`src/rtl/stbc_pkg.sv`:
```
package stbc_pkg;
   typedef enum logic [1:0] {
      MD_RUN   = 2'd0,
      MD_SLEEP = 2'd1,
      MD_STOP  = 2'd2,
      MD_WATCH = 2'd3
   } stbc_mode_e;

   localparam int unsigned REG_W      = 8;
   localparam int unsigned BIT_STOP   = 7;
   localparam int unsigned BIT_SLEEP  = 6;
   localparam int unsigned BIT_PINFLT = 5;
   localparam int unsigned BIT_SWRST  = 4;
   localparam int unsigned BIT_WATCH  = 3;
endpackage

```
`src/rtl/stbc_mode_fsm.sv`:
```
module stbc_mode_fsm
   import stbc_pkg::*;
(
   input  logic       clk,
   input  logic       rst_n,
   input  logic       cmd_stop,
   input  logic       cmd_sleep,
   input  logic       cmd_watch,
   input  logic       subclk_sel,
   input  logic       wake_req,
   input  logic       stab_done,
   output stbc_mode_e mode_q
);
   stbc_mode_e mode_d;
   logic       pend_q, pend_d;

   always_comb begin
      mode_d = mode_q;
      pend_d = pend_q;
      unique case (mode_q)
         MD_RUN: begin
            pend_d = 1'b0;
            if (cmd_stop)                       mode_d = MD_STOP;
            else if (cmd_sleep)                 mode_d = MD_SLEEP;
            else if (cmd_watch && !subclk_sel)  mode_d = MD_WATCH;
         end
         MD_SLEEP, MD_WATCH: begin
            if (wake_req) mode_d = MD_RUN;
         end
         MD_STOP: begin
            if ((wake_req || pend_q) && stab_done) begin
               mode_d = MD_RUN;
               pend_d = 1'b0;
            end else if (wake_req) begin
               pend_d = 1'b1;
            end
         end
         default: mode_d = MD_RUN;
      endcase
   end

   always_ff @(posedge clk or negedge rst_n) begin
      if (!rst_n) begin
         mode_q <= MD_RUN;
         pend_q <= 1'b0;
      end else begin
         mode_q <= mode_d;
         pend_q <= pend_d;
      end
   end

   // stop is held while stabilization is not done
   assert_stop_hold_R8: assert property (@(posedge clk) disable iff (!rst_n)
      (mode_q == MD_STOP && !stab_done) |=> (mode_q == MD_STOP));

   // wake from sleep or watch returns to run
   assert_wake_run_R7: assert property (@(posedge clk) disable iff (!rst_n)
      ((mode_q == MD_SLEEP || mode_q == MD_WATCH) && wake_req) |=> (mode_q == MD_RUN));

   // watch cannot be entered while the main clock is selected
   assert_watch_gate_R5: assert property (@(posedge clk) disable iff (!rst_n)
      (mode_q == MD_RUN && subclk_sel) |=> (mode_q != MD_WATCH));

   // stop command from run always lands in stop
   assert_stop_prio_R3: assert property (@(posedge clk) disable iff (!rst_n)
      (mode_q == MD_RUN && cmd_stop) |=> (mode_q == MD_STOP));

   // without commands, run is kept
   assert_run_idle_R6: assert property (@(posedge clk) disable iff (!rst_n)
      (mode_q == MD_RUN && !cmd_stop && !cmd_sleep && !cmd_watch) |=> (mode_q == MD_RUN));
endmodule

```
`src/rtl/stbc_swrst_timer.sv`:
```
module stbc_swrst_timer #(
   parameter int unsigned RST_CYCLES = 4,
   localparam int unsigned CNT_W = $clog2(RST_CYCLES),
   localparam logic [CNT_W-1:0] CNT_LAST = CNT_W'(RST_CYCLES - 1)
) (
   input  logic clk,
   input  logic rst_n,
   input  logic start,
   input  logic from_subclk,
   input  logic tick,
   input  logic stab_done,
   output logic rst_out
);
   generate
      if (RST_CYCLES < 2) begin : g_bad_cycles
         $error("RST_CYCLES must be at least 2");
      end
   endgenerate

   logic             act_q, hold_en_q, hold_q;
   logic [CNT_W-1:0] cnt_q;

   always_ff @(posedge clk or negedge rst_n) begin
      if (!rst_n) begin
         act_q     <= 1'b0;
         hold_en_q <= 1'b0;
         hold_q    <= 1'b0;
         cnt_q     <= '0;
      end else if (start) begin
         act_q     <= 1'b1;
         hold_en_q <= from_subclk;
         hold_q    <= 1'b0;
         cnt_q     <= '0;
      end else if (act_q) begin
         if (tick) begin
            if (cnt_q == CNT_LAST) begin
               act_q  <= 1'b0;
               hold_q <= hold_en_q;
               cnt_q  <= '0;
            end else begin
               cnt_q <= cnt_q + 1'b1;
            end
         end
      end else if (hold_q && stab_done) begin
         hold_q <= 1'b0;
      end
   end

   assign rst_out = act_q | hold_q;

   // the pulse only begins after a start request
   assert_start_cause_R10: assert property (@(posedge clk) disable iff (!rst_n)
      $rose(rst_out) |-> $past(start));

   // counter stays inside its range
   assert_cnt_range_R10: assert property (@(posedge clk) disable iff (!rst_n)
      cnt_q <= CNT_LAST);

   // the hold phase ends only on stabilization done or a restart
   assert_hold_exit_R11: assert property (@(posedge clk) disable iff (!rst_n)
      (hold_q && !act_q && !stab_done && !start) |=> hold_q);
endmodule

```
`src/rtl/standby_ctrl_reg.sv`:
```
module standby_ctrl_reg
   import stbc_pkg::*;
#(
   parameter int unsigned RST_CYCLES = 4,
   parameter bit          HIZ_REG    = 1'b0
) (
   input  logic             clk,
   input  logic             rst_n,
   input  logic             wr_en,
   input  logic [REG_W-1:0] wr_data,
   output logic [REG_W-1:0] rd_data,
   input  logic             subclk_sel,
   input  logic             insn_cyc_en,
   input  logic             wake_req,
   input  logic             stab_done,
   output logic [1:0]       mode_o,
   output logic             pin_hiz,
   output logic             sw_rst
);
   stbc_mode_e mode_q;
   logic       pinflt_q;
   logic       cmd_stop, cmd_sleep, cmd_watch, cmd_rst;

   assign cmd_stop  = wr_en &  wr_data[BIT_STOP];
   assign cmd_sleep = wr_en &  wr_data[BIT_SLEEP];
   assign cmd_watch = wr_en &  wr_data[BIT_WATCH];
   assign cmd_rst   = wr_en & ~wr_data[BIT_SWRST];

   always_ff @(posedge clk or negedge rst_n) begin
      if (!rst_n)     pinflt_q <= 1'b0;
      else if (wr_en) pinflt_q <= wr_data[BIT_PINFLT];
   end

   stbc_mode_fsm u_fsm (
      .clk        (clk),
      .rst_n      (rst_n),
      .cmd_stop   (cmd_stop),
      .cmd_sleep  (cmd_sleep),
      .cmd_watch  (cmd_watch),
      .subclk_sel (subclk_sel),
      .wake_req   (wake_req),
      .stab_done  (stab_done),
      .mode_q     (mode_q)
   );

   stbc_swrst_timer #(.RST_CYCLES(RST_CYCLES)) u_rst (
      .clk         (clk),
      .rst_n       (rst_n),
      .start       (cmd_rst),
      .from_subclk (~subclk_sel),
      .tick        (insn_cyc_en),
      .stab_done   (stab_done),
      .rst_out     (sw_rst)
   );

   logic lowpwr_float;
   assign lowpwr_float = pinflt_q & ((mode_q == MD_STOP) | (mode_q == MD_WATCH));

   generate
      if (HIZ_REG) begin : g_hiz_reg
         logic hiz_q;
         always_ff @(posedge clk or negedge rst_n) begin
            if (!rst_n) hiz_q <= 1'b0;
            else        hiz_q <= lowpwr_float;
         end
         assign pin_hiz = hiz_q;
      end else begin : g_hiz_comb
         assign pin_hiz = lowpwr_float;
      end
   endgenerate

   always_comb begin
      rd_data             = '0;
      rd_data[BIT_PINFLT] = pinflt_q;
      rd_data[BIT_SWRST]  = 1'b1;
   end

   assign mode_o = mode_q;

   // pins never float while running or sleeping
   assert_hiz_mode_R9: assert property (@(posedge clk) disable iff (!rst_n)
      (mode_o == MD_RUN || mode_o == MD_SLEEP) |=> (HIZ_REG ? 1'b1 : !pin_hiz) || mode_o == MD_STOP || mode_o == MD_WATCH);

   // command bits always read back their fixed values
   assert_rd_fixed_R2: assert property (@(posedge clk) disable iff (!rst_n)
      wr_en |=> (rd_data[BIT_STOP] == 1'b0 && rd_data[BIT_SWRST] == 1'b1 && rd_data[BIT_WATCH] == 1'b0));

   // pin-state bit follows the last write
   assert_pin_store_R9: assert property (@(posedge clk) disable iff (!rst_n)
      wr_en |=> (rd_data[BIT_PINFLT] == $past(wr_data[BIT_PINFLT])));
endmodule

```
`config.mk`:
```
export PLATFORM = sky130hd
export DESIGN_NAME = standby_ctrl_reg
export DESIGN_NICKNAME = d
export VERILOG_FILES = /design/src/rtl/stbc_pkg.sv /design/src/rtl/stbc_mode_fsm.sv /design/src/rtl/stbc_swrst_timer.sv /design/src/rtl/standby_ctrl_reg.sv
export SDC_FILE = /design/constraint.sdc
export NUM_CORES = 1
export LEC_CHECK = 0
export ABC_AREA = 1
export ABC_CLOCK_PERIOD_IN_PS = 1220
export CAP_MARGIN = 20
export CORE_MARGIN = 2
export CORE_UTILIZATION = 39
export DETAILED_ROUTE_END_ITERATION = 7
export GPL_TIMING_DRIVEN = 0
export PLACE_DENSITY = 0.81
export SKIP_LAST_GASP = 1
export SYNTH_ARGS = -nofsm -noshare
export SYNTH_HDL_FRONTEND = slang
export SYNTH_SLANG_ARGS = --single-unit
```
`constraint.sdc`:
```
create_clock -name clk -period 1.22 [get_ports clk]
set_input_delay 0.183 -clock clk [delete_from_list [all_inputs] [get_ports clk]]
set_output_delay 0.183 -clock clk [all_outputs]
set_load 0.05 [all_outputs]
```
# After elaboration in Yosys (flattened, before gate mapping)
# Cells that the tools add are included.
# W data, S select, Z words.
# op_classes
n_mux,22
n_addsub,1
n_eq_ne,10
reduce_logical,15
bitwise,9
# op_table
operator,count
$mux W2,9
$mux W1,11
$eq A2 B2 Y1 const B,3
$ne A3 B3 Y1 const B,2
$pmux W2 S3,1
$reduce_and A3 Y1,2
$reduce_bool A2 Y1,3
$and A1 B1 Y1,5
$ne A4 B3 Y1 const B,1
$reduce_and A2 Y1,2
$logic_and A1 B1 Y1,3
$ne A3 B2 Y1 const B,1
$reduce_bool A3 Y1,1
$add A2 B1 Y2 const B,1
$eq A2 B1 Y1 const B,1
$logic_not A2 Y1,1
$ne A2 B1 Y1 const B,1
$ne A2 B2 Y1 const B,1
$not A1 Y1,2
$or A1 B1 Y1,2
$pmux W1 S2,1
$reduce_or A2 Y1,1
$logic_not A1 Y1,1
$logic_or A1 B1 Y1,1
# totals
inputBits,15
output_inout_bits,12
elab_cells,64
regBits,9

# Depth between registers and ports, before layout
# Gate-level depths: netlist of the first run.
# depth
depth_word,6
ltp_mapped,7
depth_no_buf,7

# Cells and area by module
# A second synthesis of the first run with hierarchy kept.
# unflattened
hier_cells,90
area_unflattened_um2,608.1
# by_module_without_submodules
module,area_per_inst_um2,seq_area_each_um2,instances,cells_each
stbc_swrst_timer,267.8,125.1,1,37
stbc_mode_fsm,195.2,75.1,1,28
standby_ctrl_reg,145.1,25.0,1,25

# Worst setup path before layout of the first run
# No wires, ideal clock.
# synth_path
path_type,reg-to-reg
startpoint,reg u_fsm.mode_q[1]
endpoint,reg u_fsm.mode_q[1]
setup_ns,0.120
path_stages_with_launch,8
n_path_buf,0
arrival_time_ns,1.118
slack_ns,-0.017
period_less_slack_ns,1.237
required_ns,1.100
cell_sequence,dfrtp_1 -> inv_1 -> nand2_1 -> inv_2 -> nand3_2 -> nand3_1 -> nand2_1 -> nand2_1
# synth_via
elab_chain_len,4
word_cells_on_any_way,10
classes_between,6 x eq/ne; 1 x mux; 3 x reduce/logical
# synth_rtl
element,line,text
from (decl),stbc_mode_fsm.sv:12,output stbc_mode_e mode_q
from (signal assigned),stbc_mode_fsm.sv:47,mode_q <= mode_d;
$eq A2 B2 Y1 / $eq A2 B1 Y1 (equally long branches),stbc_mode_fsm.sv:20,unique case (mode_q)
$reduce_or A2 Y1,stbc_mode_fsm.sv:20,
$ne A2 B2 Y1 (no line),--,
$reduce_and A3 Y1 (no line),--,
# Parallel ways exist; a longest one is shown, timed or not.
# A chain may end at the register's enable or synchronous reset.

# Worst setup path in the final report of the first run
# layout_path
startpoint,reg u_rst.act_q
endpoint,out sw_rst
# layout_via
elab_chain_len,1
# layout_rtl
element,line,text
from (decl),stbc_swrst_timer.sv:20,"logic act_q, hold_en_q, hold_q;"
from (signal assigned),stbc_swrst_timer.sv:25,act_q <= 1'b0;
from (signal assigned),stbc_swrst_timer.sv:30,act_q <= 1'b1;
from (signal assigned),stbc_swrst_timer.sv:37,act_q <= 1'b0;
$or A1 B1 Y1,stbc_swrst_timer.sv:49,assign rst_out = act_q | hold_q;
to (decl),standby_ctrl_reg.sv:18,output logic sw_rst
# Every way passes these cells.

==> results of run 1 <==
[Yosys cell counts (all sizes together)]
library cell / n / area [um^2]
nand2: 16 / 62.6
inv: 12 / 45.1
dfrtp: 9 / 225
buf: 8 / 60.1
o21ai: 7 / 38.8
nand3: 5 / 30.0
nor2: 5 / 18.8
a21oi: 4 / 23.8
conb: 2 / 7.51
a31oi: 1 / 6.26
ha: 1 / 12.5
nor3: 1 / 10.0
nor3b: 1 / 7.51
o31ai: 1 / 12.5
or2: 1 / 6.26
[flip-flops by register name, summed over array words and instances, names as in the netlist]
| name | flops |
|---|---|
| u_rst.cnt_q | 2 |
| u_rst.hold_en_q | 1 |
| u_fsm.pend_q | 1 |
| u_rst.hold_q | 1 |
| u_fsm.mode_q | 2 |
| u_rst.act_q | 1 |
| pinflt_q | 1 |
[final timing paths]
check	to	slack (ns)	cells past startpoint
max	sw_rst	-0.02	2
min	pinflt_q	0.21	1
max reg2reg	u_rst.hold_q	0.15	4
min reg2reg	u_rst.hold_en_q	0.50	2
max in group asynchronous	u_fsm.mode_q[1]	0.70	1
min in group clk	pinflt_q	0.46	3
[where the power goes]
part           switching (mW)  internal, mW  leakage (nW)  total (mW)
clock network           0.116         0.127        0.0150       0.242
registers              0.0828         0.415         0.109       0.498
logic                   0.521         0.303         0.303       0.825
[cell families (layout without fill, tap and decap cells)]
logic type,Yosys count,after routing,synth area share [%]
adder cells (fa/ha/maj),1,1,2.21
flip-flops,9,9,39.7
other,2,7,1.32
AO/OA/AOI/OAI,13,13,14.3
AND/OR/NAND/NOR,29,29,23.8
buffers and inverters,20,41,18.5
[routing by layer]
metal | vias to the layer above | share of wire [%] | routed length (um)
met5 | - | 0 | 0
met4 | 0 | 2.0 | 23
met3 | 3 | 8.2 | 92
met2 | 22 | 51 | 575
met1 | 229 | 38 | 432
li1 | 269 | - | -
[layout make-up]
class / instances / area, um^2
well taps: 15 / 18.8
clock buffers: 4 / 26.3
fillers: 139 / 542
plain buffers: 8 / 60.1
repair buffers: 17 / 158
multi-input cells: 50 / 258
flip-flops and latches: 9 / 226
inverters: 12 / 45.0
[repair_timing]
| action | 4_1_cts | 5_1_grt |
|---|---|---|
| setup buffers | 1 | 0 |
| setup endpoints to repair | 5 | 4 |
| gates resized for setup | 24 | 8 |
==> run_results.csv, run 1 <==
group,metric,value,unit
synth,ys_seq_elements,9,
floorplanning,die_h,42.1,um
placed_design,port_buffers,16,
power,ir_worst_vdd,0.000832,V
setup_path,path_class,"reg -> out",
clocking,cts_hold_buf,0,
setup_path,endpoint_kind,"output port",
timing,drv_slew,0,
synth,syn-instance-count,74,
cells_and_area,layout_commonest_cell,"nand2_1",
power,p_leak,0.427,nW
setup_path,r2r-start,"u_rst.cnt_q[0]",
cells_and_area,stdcell_count,115,
global_routing,grt.total_usage,14.5,%
global_routing,grt_use_met1,15.5,%
cells_and_area,antenna_cells,0,
detailed_routing,drt_wl_total,1.12,mm
timing,period_needed,1.24,ns
floorplanning,io_pins,27,
power,p_per_area,1980,nW/um^2
placed_design,dp_slack,-0.354,ns
timing,timing.hold.ws,0.210,ns
timing,fmax,0.808,GHz
global_routing,grt_max_degree,10,
synth,ys_seq_area_share,39.7,%
setup_path,crit_slowest_cell,"dfrtp_1",
synth,yosysWarnings,0,
timing,finalSetupViolations,1,
cells_and_area,fin_area,792,um^2
setup_path,critPathMaxFanout,2,
clocking,cts_buffers,3,
cells_and_area,final_util,59.4,%
setup_path,arrival,1.05,ns
global_routing,antenna_found_initial,0,
clocking,clockBufferDepth,2,
synth,avgSynthCellArea,7.66,um^2
power,p_total,1.56,mW
synth,syn_area,567,um^2
floorplanning,core-area,1330,um^2
placed_design,dpl_cell_area,766,um^2
detailed_routing,antenna_left,0,
timing,fin_ws,-0.0173,ns
clocking,tritoncts,"done",
job,maxCapViolCount,0,
detailed_routing,viasPerCell,4.55,
detailed_routing,dr.pass1.iters,4,
cells_and_area,layout_common_cells,"nand2_1 (15), clkdlybuf4s50_1 (11), inv_1 (10), buf_4 (10), dfrtp_1 (8)",
synth,synth_cell_type_count,21,
detailed_routing,route.vias.total,523,
setup_path,path_delay_family,"flip-flops",
setup_path,path_cells,"or2_4 -> buf_8",
detailed_routing,route.detailed.drc,0,
global_routing,grt_util_met3,6.03,%
floorplanning,dieArea,1770,um^2
timing,hold_viol,0,
timing,setup-tns-final,-0.0173,ns
floorplanning,rows,13,
placed_design,dp.cells,110,
global_routing,grt_pass1_wl,1.93,mm
placed_design,hpwl,930,um
detailed_routing,drt_iter0_drc,7,
global_routing,grt_pass1_vias,494,
setup_path,max_stage_delay,0.38,ns
setup_path,path_buf_inv,1,
global_routing,gr-usage-met2,24.4,%
global_routing,gr-max-usage-layer,"met2",
clocking,h-tree-depth,1,
timing,period_share,101,%
detailed_routing,post_drt_wl_per_cell,9.77,um
placed_design,place_congestion,0.747,
clocking,path_clk_slew,0.07,ns
cells_and_area,drive_above_1_share,27.0,%
timing,fin_skew,0.00209,ns
cells_and_area,area_delta_synth_final,39.7,%
floorplanning,die_x,42.1,um
clocking,clk_latency,0.27,ns
setup_path,cp-start-kind,"flip-flop",
run_status,outcome,"complete, but fails checks",
global_routing,overflow,0,
floorplanning,start_util,42.5,%
min_path,hold_class,"in -> async",
clocking,cts_sinks,9,
clocking,cts_root_buffer,"clkbuf_4",
setup_path,crit_required,1.04,ns
setup_path,crit_start,"u_rst.act_q",
cells_and_area,final_nets,117,
run_status,violations,"setup timing",
timing,rsz0062_at_grt,"true",
Power figures use the tool's default switching activity.
==> run 2: changes to the inputs <==
--- a/config.mk
+++ b/config.mk
@@ -13,7 +13,7 @@
 export DETAILED_ROUTE_END_ITERATION = 7
 export GPL_TIMING_DRIVEN = 0
 export PLACE_DENSITY = 0.81
-export SKIP_LAST_GASP = 1
+export REMOVE_ABC_BUFFERS = 1
 export SYNTH_ARGS = -nofsm -noshare
 export SYNTH_HDL_FRONTEND = slang
 export SYNTH_SLANG_ARGS = --single-unit
==> run 2 against run 1 <==
The flow still finishes with violations (setup timing). Design area fell by 6.8%. Critical path depth did not move. Core utilization fell by 4.0 points. Via count fell by 6.7%. First-iteration DRC count fell by 57%. Sequential power barely moved. Largest cell class unchanged.
==> run_results.csv, run 2 (same netlist as run 1, synthesis figures left out) <==
group,metric,value,unit
clocking,cts_hold_buf,0,
timing,fin_ws,-0.000985,ns
clocking,clockBufferDepth,2,
cells_and_area,layout_common_cells,"nand2_1 (14), clkdlybuf4s50_1 (11), inv_1 (10)",
setup_path,critPathMaxFanout,2,
cells_and_area,drive_above_1_share,21.5,%
placed_design,dp_slack,-0.348,ns
setup_path,arrival,1.04,ns
floorplanning,core-area,1330,um^2
timing,drv_slew,0,
detailed_routing,wl_met2,496,um
placed_design,place_congestion,0.746,
placed_design,hpwl,813,um
global_routing,antenna_found_initial,0,
cells_and_area,stdcell_count,108,
cells_and_area,reg_top3,"u_fsm.mode_q: 2 flops, u_rst.cnt_q: 2 flops",
global_routing,grt.total_usage,13.8,%
power,p_per_area,2090,nW/um^2
global_routing,grt_pass1_wl,1.86,mm
global_routing,grt_max_degree,10,
detailed_routing,drt_iter0_drc,3,
detailed_routing,dr.pass1.iters,2,
detailed_routing,route.detailed.drc,0,
detailed_routing,antenna_left,0,
setup_path,crit_required,1.04,ns
cells_and_area,final_nets,110,
detailed_routing,wirelength_met1,489,um
cells_and_area,layout_commonest_cell,"nand2_1",
floorplanning,die_x,42.1,um
cells_and_area,area_delta_synth_final,30.2,%
placed_design,dpl_cell_area,704,um^2
job,maxCapViolCount,0,
clocking,path_clk_slew,0.06,ns
timing,rsz0062_at_grt,"true",
global_routing,overflow,0,
cells_and_area,fillers,127,
run_status,outcome,"complete, but fails checks",
detailed_routing,drt_wl_total,1.06,mm
detailed_routing,viasPerCell,4.52,
floorplanning,start_util,42.5,%
power,ir_worst_vdd,0.000946,V
floorplanning,die_h,42.1,um
timing,finalSetupViolations,1,
clocking,cts_root_buffer,"clkbuf_4",
timing,period_share,100,%
detailed_routing,route.vias.total,488,
floorplanning,rows,13,
timing,fmax,0.819,GHz
timing,fin_skew,0.00190,ns
placed_design,dp.cells,102,
floorplanning,dieArea,1770,um^2
setup_path,reg2reg_depth,6,
cells_and_area,antenna_cells,0,
min_path,hold_class,"in -> async",
detailed_routing,post_drt_wl_per_cell,9.79,um
clocking,cts_sinks,9,
detailed_routing,highest_layer,"met4",
clocking,clk_latency,0.26,ns
detailed_routing,route.met3.wl,51,um
setup_path,cp-start-kind,"flip-flop",
clocking,tritoncts,"done",
floorplanning,io_pins,27,
clocking,cts_buffers,3,
placed_design,port_buffers,16,
cells_and_area,fin_area,738,um^2
clocking,h-tree-depth,1,
run_status,violations,"setup timing",
timing,hold_viol,0,
setup_path,path_class,"reg -> out",
global_routing,grt_pass1_vias,455,
setup_path,endpoint_kind,"output port",
power,p_leak,0.390,nW
timing,period_needed,1.22,ns
-- run 2: cell count changes in the layout (fill, tap and decap cells not counted), sizes merged --
| cell | previous run | this run |
|---|---|---|
| buf | 13 | 6 |
-- run 2: what timing repair did --
action | in CTS | in global routing
endpoints found under the setup margin | 5 | 5
endpoints found under the hold margin | 0 | 0
setup buffers | 1 | 1
resized for setup | 22 | 9
cloned | 0 | 0
-- run 2: cell type report --
type | instances | area, um^2 | share of cell area (%)
clock buffer | 4 | 26.3 | 3.56
timing repair buffer | 18 | 163 | 22.0
tap | 15 | 18.8 | 2.54
inverter | 12 | 45.0 | 6.10
sequential | 9 | 225 | 30.5
multi-input combinational | 50 | 260 | 35.3
-- run 2: final timing paths --
kind / start / to / slack (ns)
worst max-delay path: u_rst.act_q / sw_rst / -0.001
worst min-delay path: rst_n / u_rst.hold_q / 0.23
worst max register to register: u_rst.act_q / u_rst.cnt_q[1] / 0.11
worst min register to register: pinflt_q / pinflt_q / 0.50
max in group asynchronous: rst_n / u_rst.cnt_q[1] / 0.69
min in group clk: wr_data[5] / pinflt_q / 0.46
-- run 2: layer usage --
layer	up-vias	GRT usage, %
li1	256	-
met1	213	16.1
met2	15	22.8
met3	4	2.59
met4	0	9.38
met5	-	0
-- run 2: worst max-delay path, stage by stage, from the launching register on --
cell,delay (ns)
dfrtp_1,0.38
or2_4,0.25
buf_8,0.15
-- run 2: metrics by stage --
| step | total power, mW | util [%] | hold WS (ns) | setup TNS, ns |
|---|---|---|---|---|
| 2_1_floorplan | 1.07 | - | -0.113 | -0.0322 |
| 3_3_place_gp | 1.26 | 52.8 | 0.476 | -1.12 |
| 3_5_place_dp | 1.28 | 52.8 | 0.489 | -1.21 |
| 4_1_cts | 1.53 | 55.3 | 0.237 | -0.0638 |
| 5_1_grt | 1.68 | 55.3 | 0.253 | -0.0322 |
| 6_report | 1.54 | 55.3 | 0.230 | -0.000985 |
-- run 2: power by group --
| group | switching, mW | leakage (nW) | internal [mW] | total [mW] |
|---|---|---|---|---|
| Combinational | 0.520 | 0.265 | 0.299 | 0.819 |
| Sequential | 0.0826 | 0.110 | 0.412 | 0.495 |
| Clock | 0.104 | 0.0150 | 0.126 | 0.230 |
